`src/rtl/wdt_pkg.sv`:
```
// Shared constants for the key-locked watchdog: register addresses,
// control bit positions and the unlock key.
package wdt_pkg;
    parameter int ADDR_W = 6;
    parameter int HALF_W = 16;

    localparam logic [ADDR_W-1:0] ADR_LOAD_LO = 6'h00;
    localparam logic [ADDR_W-1:0] ADR_LOAD_HI = 6'h04;
    localparam logic [ADDR_W-1:0] ADR_CTRL    = 6'h08;
    localparam logic [ADDR_W-1:0] ADR_LOCK    = 6'h20;

    localparam int BIT_RUN     = 1;
    localparam int BIT_WIDE    = 2;
    localparam int BIT_RST_EN  = 3;
    localparam int BIT_EXPIRED = 4;

    localparam logic [HALF_W-1:0] UNLOCK_KEY = 16'hE551;
endpackage

```
`src/rtl/wdt_regfile.sv`:
```
// Register file and lock for the watchdog.
// Holds the reload halves, the control bits and the lock flag. Load and
// control writes are accepted only while unlocked. Issues a one-cycle
// reload pulse, registered, on a run 0->1 write or a load-low write while
// running, so the counter loads from the already-updated registers.
// Assumes a single-cycle write strobe; reads are combinational.
module wdt_regfile
    import wdt_pkg::*;
#(
    parameter int AW = ADDR_W,
    parameter int DW = HALF_W,
    localparam int CW = 2 * DW
) (
    input  logic          clk,
    input  logic          rst_n,
    input  logic          wr_en,
    input  logic [AW-1:0] addr,
    input  logic [DW-1:0] wdata,
    input  logic          expired,
    output logic [DW-1:0] rdata,
    output logic [CW-1:0] reload_val,
    output logic          run,
    output logic          rst_en,
    output logic          reload_p
);
    logic          locked_q;
    logic [DW-1:0] lo_q, hi_q;
    logic          run_q, wide_q, rsten_q, reload_q;
    logic          open_wr;
    logic          unused_wdata;

    assign open_wr      = wr_en && !locked_q;
    assign unused_wdata = ^{wdata[DW-1:BIT_RST_EN+1], wdata[0]};

    // Register writes, lock tracking and reload pulse generation.
    always_ff @(posedge clk) begin
        if (!rst_n) begin
            locked_q <= 1'b1;
            lo_q     <= '0;
            hi_q     <= '0;
            run_q    <= 1'b0;
            wide_q   <= 1'b0;
            rsten_q  <= 1'b0;
            reload_q <= 1'b0;
        end else begin
            reload_q <= 1'b0;
            if (wr_en && addr == ADR_LOCK)
                locked_q <= (wdata != UNLOCK_KEY);
            if (open_wr) begin
                case (addr)
                    ADR_LOAD_LO: begin
                        lo_q <= wdata;
                        if (run_q) reload_q <= 1'b1;
                    end
                    ADR_LOAD_HI: hi_q <= wdata;
                    ADR_CTRL: begin
                        run_q   <= wdata[BIT_RUN];
                        wide_q  <= wdata[BIT_WIDE];
                        rsten_q <= wdata[BIT_RST_EN];
                        if (wdata[BIT_RUN] && !run_q) reload_q <= 1'b1;
                    end
                    default: ;
                endcase
            end
        end
    end

    // Read multiplexer.
    always_comb begin
        rdata = '0;
        case (addr)
            ADR_LOAD_LO: rdata = lo_q;
            ADR_LOAD_HI: rdata = hi_q;
            ADR_CTRL: begin
                rdata[BIT_RUN]     = run_q;
                rdata[BIT_WIDE]    = wide_q;
                rdata[BIT_RST_EN]  = rsten_q;
                rdata[BIT_EXPIRED] = expired;
            end
            ADR_LOCK: rdata[0] = locked_q;
            default: rdata = '0;
        endcase
    end

    // Reload value selection by width mode.
    assign reload_val = wide_q ? {hi_q, lo_q} : {{DW{1'b0}}, lo_q};
    assign run        = run_q;
    assign rst_en     = rsten_q;
    assign reload_p   = reload_q;

    a_r3_locked_lo_hold: assert property (@(posedge clk) disable iff (!rst_n)
        (wr_en && locked_q && addr == ADR_LOAD_LO) |=> $stable(lo_q));
    a_r3_locked_ctrl_hold: assert property (@(posedge clk) disable iff (!rst_n)
        (wr_en && locked_q && addr == ADR_CTRL) |=> ($stable(run_q) && $stable(rsten_q)));
    a_r2_key_unlocks: assert property (@(posedge clk) disable iff (!rst_n)
        (wr_en && addr == ADR_LOCK && wdata == UNLOCK_KEY) |=> !locked_q);
endmodule

```
`src/rtl/wdt_counter.sv`:
```
// Countdown core. Loads on the reload pulse, decrements on each tick while
// running, and flags expiry on the tick taken at a count of 1 or 0. After
// a reset-enabled expiry it holds at zero; otherwise it reloads.
// Assumes reload_val is stable in the cycle that reload_p is high.
module wdt_counter #(
    parameter int CW = 32
) (
    input  logic          clk,
    input  logic          rst_n,
    input  logic          tick_en,
    input  logic          run,
    input  logic          rst_en,
    input  logic          reload_p,
    input  logic [CW-1:0] reload_val,
    output logic          expire
);
    logic [CW-1:0] cnt_q;

    assign expire = run && tick_en && !reload_p && (cnt_q <= CW'(1));

    // Count, reload and hold behaviour.
    always_ff @(posedge clk) begin
        if (!rst_n)
            cnt_q <= '0;
        else if (reload_p)
            cnt_q <= reload_val;
        else if (expire)
            cnt_q <= rst_en ? '0 : reload_val;
        else if (run && tick_en)
            cnt_q <= cnt_q - CW'(1);
    end

    a_r5_load_on_pulse: assert property (@(posedge clk) disable iff (!rst_n)
        reload_p |=> (cnt_q == $past(reload_val)));
    a_r10_frozen_when_stopped: assert property (@(posedge clk) disable iff (!rst_n)
        (!run && !reload_p) |=> $stable(cnt_q));
    a_r10_no_expire_stopped: assert property (@(posedge clk) disable iff (!rst_n)
        !run |-> !expire);
endmodule

```
`src/rtl/wdt_expiry.sv`:
```
// Expiry handling: turns an expiry event into either the sticky reset
// request or the sticky expired flag, chosen by reset-on-expiry.
// Both flags clear only on the block reset.
module wdt_expiry (
    input  logic clk,
    input  logic rst_n,
    input  logic expire,
    input  logic rst_en,
    output logic rst_req,
    output logic expired
);
    // Sticky flag capture.
    always_ff @(posedge clk) begin
        if (!rst_n) begin
            rst_req <= 1'b0;
            expired <= 1'b0;
        end else if (expire) begin
            if (rst_en) rst_req <= 1'b1;
            else        expired <= 1'b1;
        end
    end

    a_r7_req_sticky: assert property (@(posedge clk) disable iff (!rst_n)
        rst_req |=> rst_req);
    a_r7_req_on_expiry: assert property (@(posedge clk) disable iff (!rst_n)
        (expire && rst_en) |=> rst_req);
    a_r8_flag_sticky: assert property (@(posedge clk) disable iff (!rst_n)
        expired |=> expired);
    a_r8_no_req_without_enable: assert property (@(posedge clk) disable iff (!rst_n)
        (expire && !rst_en && !rst_req) |=> !rst_req);
endmodule

```
`src/rtl/keylock_wdt.sv`:
```
// Top of the key-locked countdown watchdog: register file with key lock,
// countdown core and expiry handling.
// Assumes tick_en is a single-cycle enable synchronous to clk.
module keylock_wdt
    import wdt_pkg::*;
#(
    parameter int AW = ADDR_W,
    parameter int DW = HALF_W,
    localparam int CW = 2 * DW
) (
    input  logic          clk,
    input  logic          rst_n,
    input  logic          tick_en,
    input  logic          bus_wr,
    input  logic [AW-1:0] bus_addr,
    input  logic [DW-1:0] bus_wdata,
    output logic [DW-1:0] bus_rdata,
    output logic          rst_req
);
    logic [CW-1:0] reload_val;
    logic          run, rst_en, reload_p, expire, expired;

    wdt_regfile #(.AW(AW), .DW(DW)) regs_i (
        .clk(clk), .rst_n(rst_n), .wr_en(bus_wr), .addr(bus_addr),
        .wdata(bus_wdata), .expired(expired), .rdata(bus_rdata),
        .reload_val(reload_val), .run(run), .rst_en(rst_en),
        .reload_p(reload_p)
    );

    wdt_counter #(.CW(CW)) cnt_i (
        .clk(clk), .rst_n(rst_n), .tick_en(tick_en), .run(run),
        .rst_en(rst_en), .reload_p(reload_p), .reload_val(reload_val),
        .expire(expire)
    );

    wdt_expiry exp_i (
        .clk(clk), .rst_n(rst_n), .expire(expire), .rst_en(rst_en),
        .rst_req(rst_req), .expired(expired)
    );
endmodule

```
`config.mk`:
```
export PLATFORM = sky130hd
export DESIGN_NAME = keylock_wdt
export DESIGN_NICKNAME = d
export VERILOG_FILES = /design/src/rtl/wdt_pkg.sv /design/src/rtl/wdt_regfile.sv /design/src/rtl/wdt_counter.sv /design/src/rtl/wdt_expiry.sv /design/src/rtl/keylock_wdt.sv
export SDC_FILE = /design/constraint.sdc
export NUM_CORES = 1
export LEC_CHECK = 0
export CAP_MARGIN = 20
export CORE_AREA = 2 2 95 106
export CTS_CLUSTER_DIAMETER = 80
export DETAILED_ROUTE_END_ITERATION = 7
export DIE_AREA = 0 0 97 108
export MAX_ROUTING_LAYER = met4
export PLACE_DENSITY = 0.69
export SYNTH_ARGS = -nofsm -noshare
export SYNTH_HDL_FRONTEND = slang
export SYNTH_SLANG_ARGS = --single-unit
```
`constraint.sdc`:
```
create_clock -name clk -period 5.67 [get_ports clk]
set_clock_uncertainty 0.1 [all_clocks]
set_input_delay 1.134 -clock clk [delete_from_list [all_inputs] [get_ports clk]]
set_output_delay 1.134 -clock clk [all_outputs]
set_load 0.005 [all_outputs]
```
==> metrics <==
Ys Warns 0; Hold Path Class flip-flop to flip-flop; Resized cells post-CTS 0; compound-gate portion of the synthesized area 0.2845; final instance area roughly 4700 um^2; Cell Area, Placed 4454 um^2; H-tree levels 3; mux contribution to synthesized area 0.01510; Crit Path Category input pin to output pin; Synth Area per Inst 8.066 um^2; Ports 43; Pins Over Slew Limit 0; Pwr per Cell Area 220.4 nW/um^2; CTS buffer count 9; CP Capture Type output pin; # Post-CTS Setup Buffers 0; Worst-path clk slew about 70 ps; clk buf depth 2; relative slew slack 0.4236; Die X around 97 um; critical path's slowest cell clkdlybuf4s50_1; RSZ-0062 raised after global routing false; first-pass GRT wire length around 18 mm; full die area 10,480 um^2; Syn Inst Count 493; Final Setup Violations 0; Worst-Skew Late Latency 350 ps; sequential share of the synthesized area 0.3575; Routed WL ~11 mm; Initial Util 0.4273; peak supply drop 0.1252 mV; initial antenna violation count 0; largest net degree at the start of global routing 74; area of the multi-input gates around 2400 um^2; hold_buf cts 0; Tightest Pin Transition approximately 860 ps; drt drc 0; worst-path cell chain clkdlybuf4s50_1 -> nor2b_1 -> nor2b_1 -> buf_4 -> a22oi_1 -> nand2_1 -> clkdlybuf4s50_1; antenna cells 0; register bit total from synthesis 71; drt wl/cell 17.75 um; total grt overflow 0; Simple-Gate Fraction of Synth Area 0.2458; buffers added on ports 42; Netlist cell types 47; synthesized area 3976 um^2; count leader, synth nand2_1; number of fill cells in the layout about 860; adder and majority gate portion of the synthesized area 0.006293; Synth area leaders dfxtp_1, nand2_1, a22o_1, a21boi_0, a22oi_1; CTS tree done; RD Place Congestion 0.9296; GRT Total Usage 0.2260; Routed Antenna Nets 0; asr flop ratio synth 0; Post-DP HPWL just over 8 mm; Min Clock Period, post-route 4547 ps; First DRT Iteration DRCs ~330; row count 37; area grow syn2layout 18.22%; Via density 6.016; Period Utilization, post-route 0.8019; top cell type's share of synthesized area 0.3575; final hold vios 0; Detailed Routing Iterations Pass 1 5; clk sink count 71; critical-path maximum fanout 14; Synth area leader dfxtp_1; fmax about 0.22 GHz; synthesized net count ~520; Most used DFF post-synth dfxtp_1; Worst Path Required 4440 ps; TNS Setup 0 ps; nets between 500 and 600; crit-path max cell delay around 710 ps; Post-synth top cells nand2_1, dfxtp_1, a22o_1; Post-synth EDFFs 0; core region area 9305 um^2; DR vias 3,850; root buffer cell clkbuf_8; number of global-route vias before repair about 3,500; Synth Area in XOR/XNOR 0.05507; status complete, no violations; Storage cell area ~1400 um^2; die extent in y around 110 um; Max Cap Viol 0; share of cells above drive strength 1 0.06310; Arr. time, crit path ~3300 ps; largest family of logic cells by synthesized area compound AO/OA/AOI/OAI gates; Leak Pwr 0.001666 uW; CP Launch Type input pin
==> worst max-delay path, delay by kind of cell <==
kind                   cells  cell delay, ps
AOI/OAI and AO/OA          1             110
buffers and inverters      3            1410
and+or+nand+nor            3             650
==> layout by cell type, fill, tap and decap left out, types with 11 or more instances in the layout <==
| cell | n |
|---|---|
| xnor2_1 | 17 |
| nor3_1 | 11 |
| a22o_1 | 42 |
| dfxtp_1 | 71 |
| clkdlybuf4s50_1 | 41 |
| o21ai_0 | 22 |
| a21oi_1 | 15 |
| a22oi_1 | 22 |
| a21boi_0 | 34 |
| nor2_1 | 25 |
| nand2_1 | 100 |
==> logic make-up after synthesis <==
kind of cell,after synthesis
muxes,6
buffers and inverters,36
xor gates and xnor gates,25
and+or+nand+nor,195
adders and majority gates,2
DFF,71
AOI/OAI and AO/OA,158
==> stage by stage <==
step	total power, uW	hold slack (ps)	util	instances	worst slack, ps
after detailed placement	551.0	368.2	0.4787	624	1162
after global placement	550.6	353.5	0.4787	624	1219
after floorplan	525.7	340.2	-	493	1992
after global routing	1067	400.7	0.5052	640	991.5
final	1036	379.2	0.5052	640	1123
after CTS	1043	389.7	0.5052	640	1131
==> routing by layer <==
metal  routed length, um  vias up  GRT usage  share of wire
li1                    -     1842          -              -
met1                5022     1861     0.2869           0.44
met2                5468      124     0.3671           0.48
met4                 371        0     0.1006          0.033
met3                 501       23    0.02456          0.044
met5                   0        -          -              0
==> final timing paths <==
check	from	endpoint	slack (ps)	cells after the start
max	bus_addr[3]	bus_rdata[0]	1120	7
min	exp_i.expired	exp_i.expired	380	1
max reg2reg	cnt_i.cnt_q[23]	cnt_i.cnt_q[27]	2610	6
min reg2reg	exp_i.expired	exp_i.expired	380	1
==> registers in the layout, indices dropped and copies added (netlist names) <==
| signal | cells |
|---|---|
| cnt_i.cnt_q | 32 |
| exp_i.expired | 1 |
| exp_i.rst_req | 1 |
| regs_i.hi_q | 16 |
| regs_i.lo_q | 16 |
| regs_i.locked_q | 1 |
| regs_i.reload_p | 1 |
| regs_i.rst_en | 1 |
| regs_i.run | 1 |
| regs_i.wide_q | 1 |
==> power breakdown <==
| part | total (uW) | internal, uW | switching, uW |
|---|---|---|---|
| combinational | 41.6 | 21.7 | 19.9 |
| clock | 496 | 304 | 192 |
| sequential | 498 | 498 | 0.0917 |
==> cell type report <==
cell class,count,share of cell area
sequential,71,0.3024
clock inverter,5,0.02236
inverter,3,0.002396
tap,117,0.03114
timing repair buffer,47,0.09635
multi-input combinational,386,0.5153
clock buffer,11,0.03008
Power figures use the tool's default switching activity.
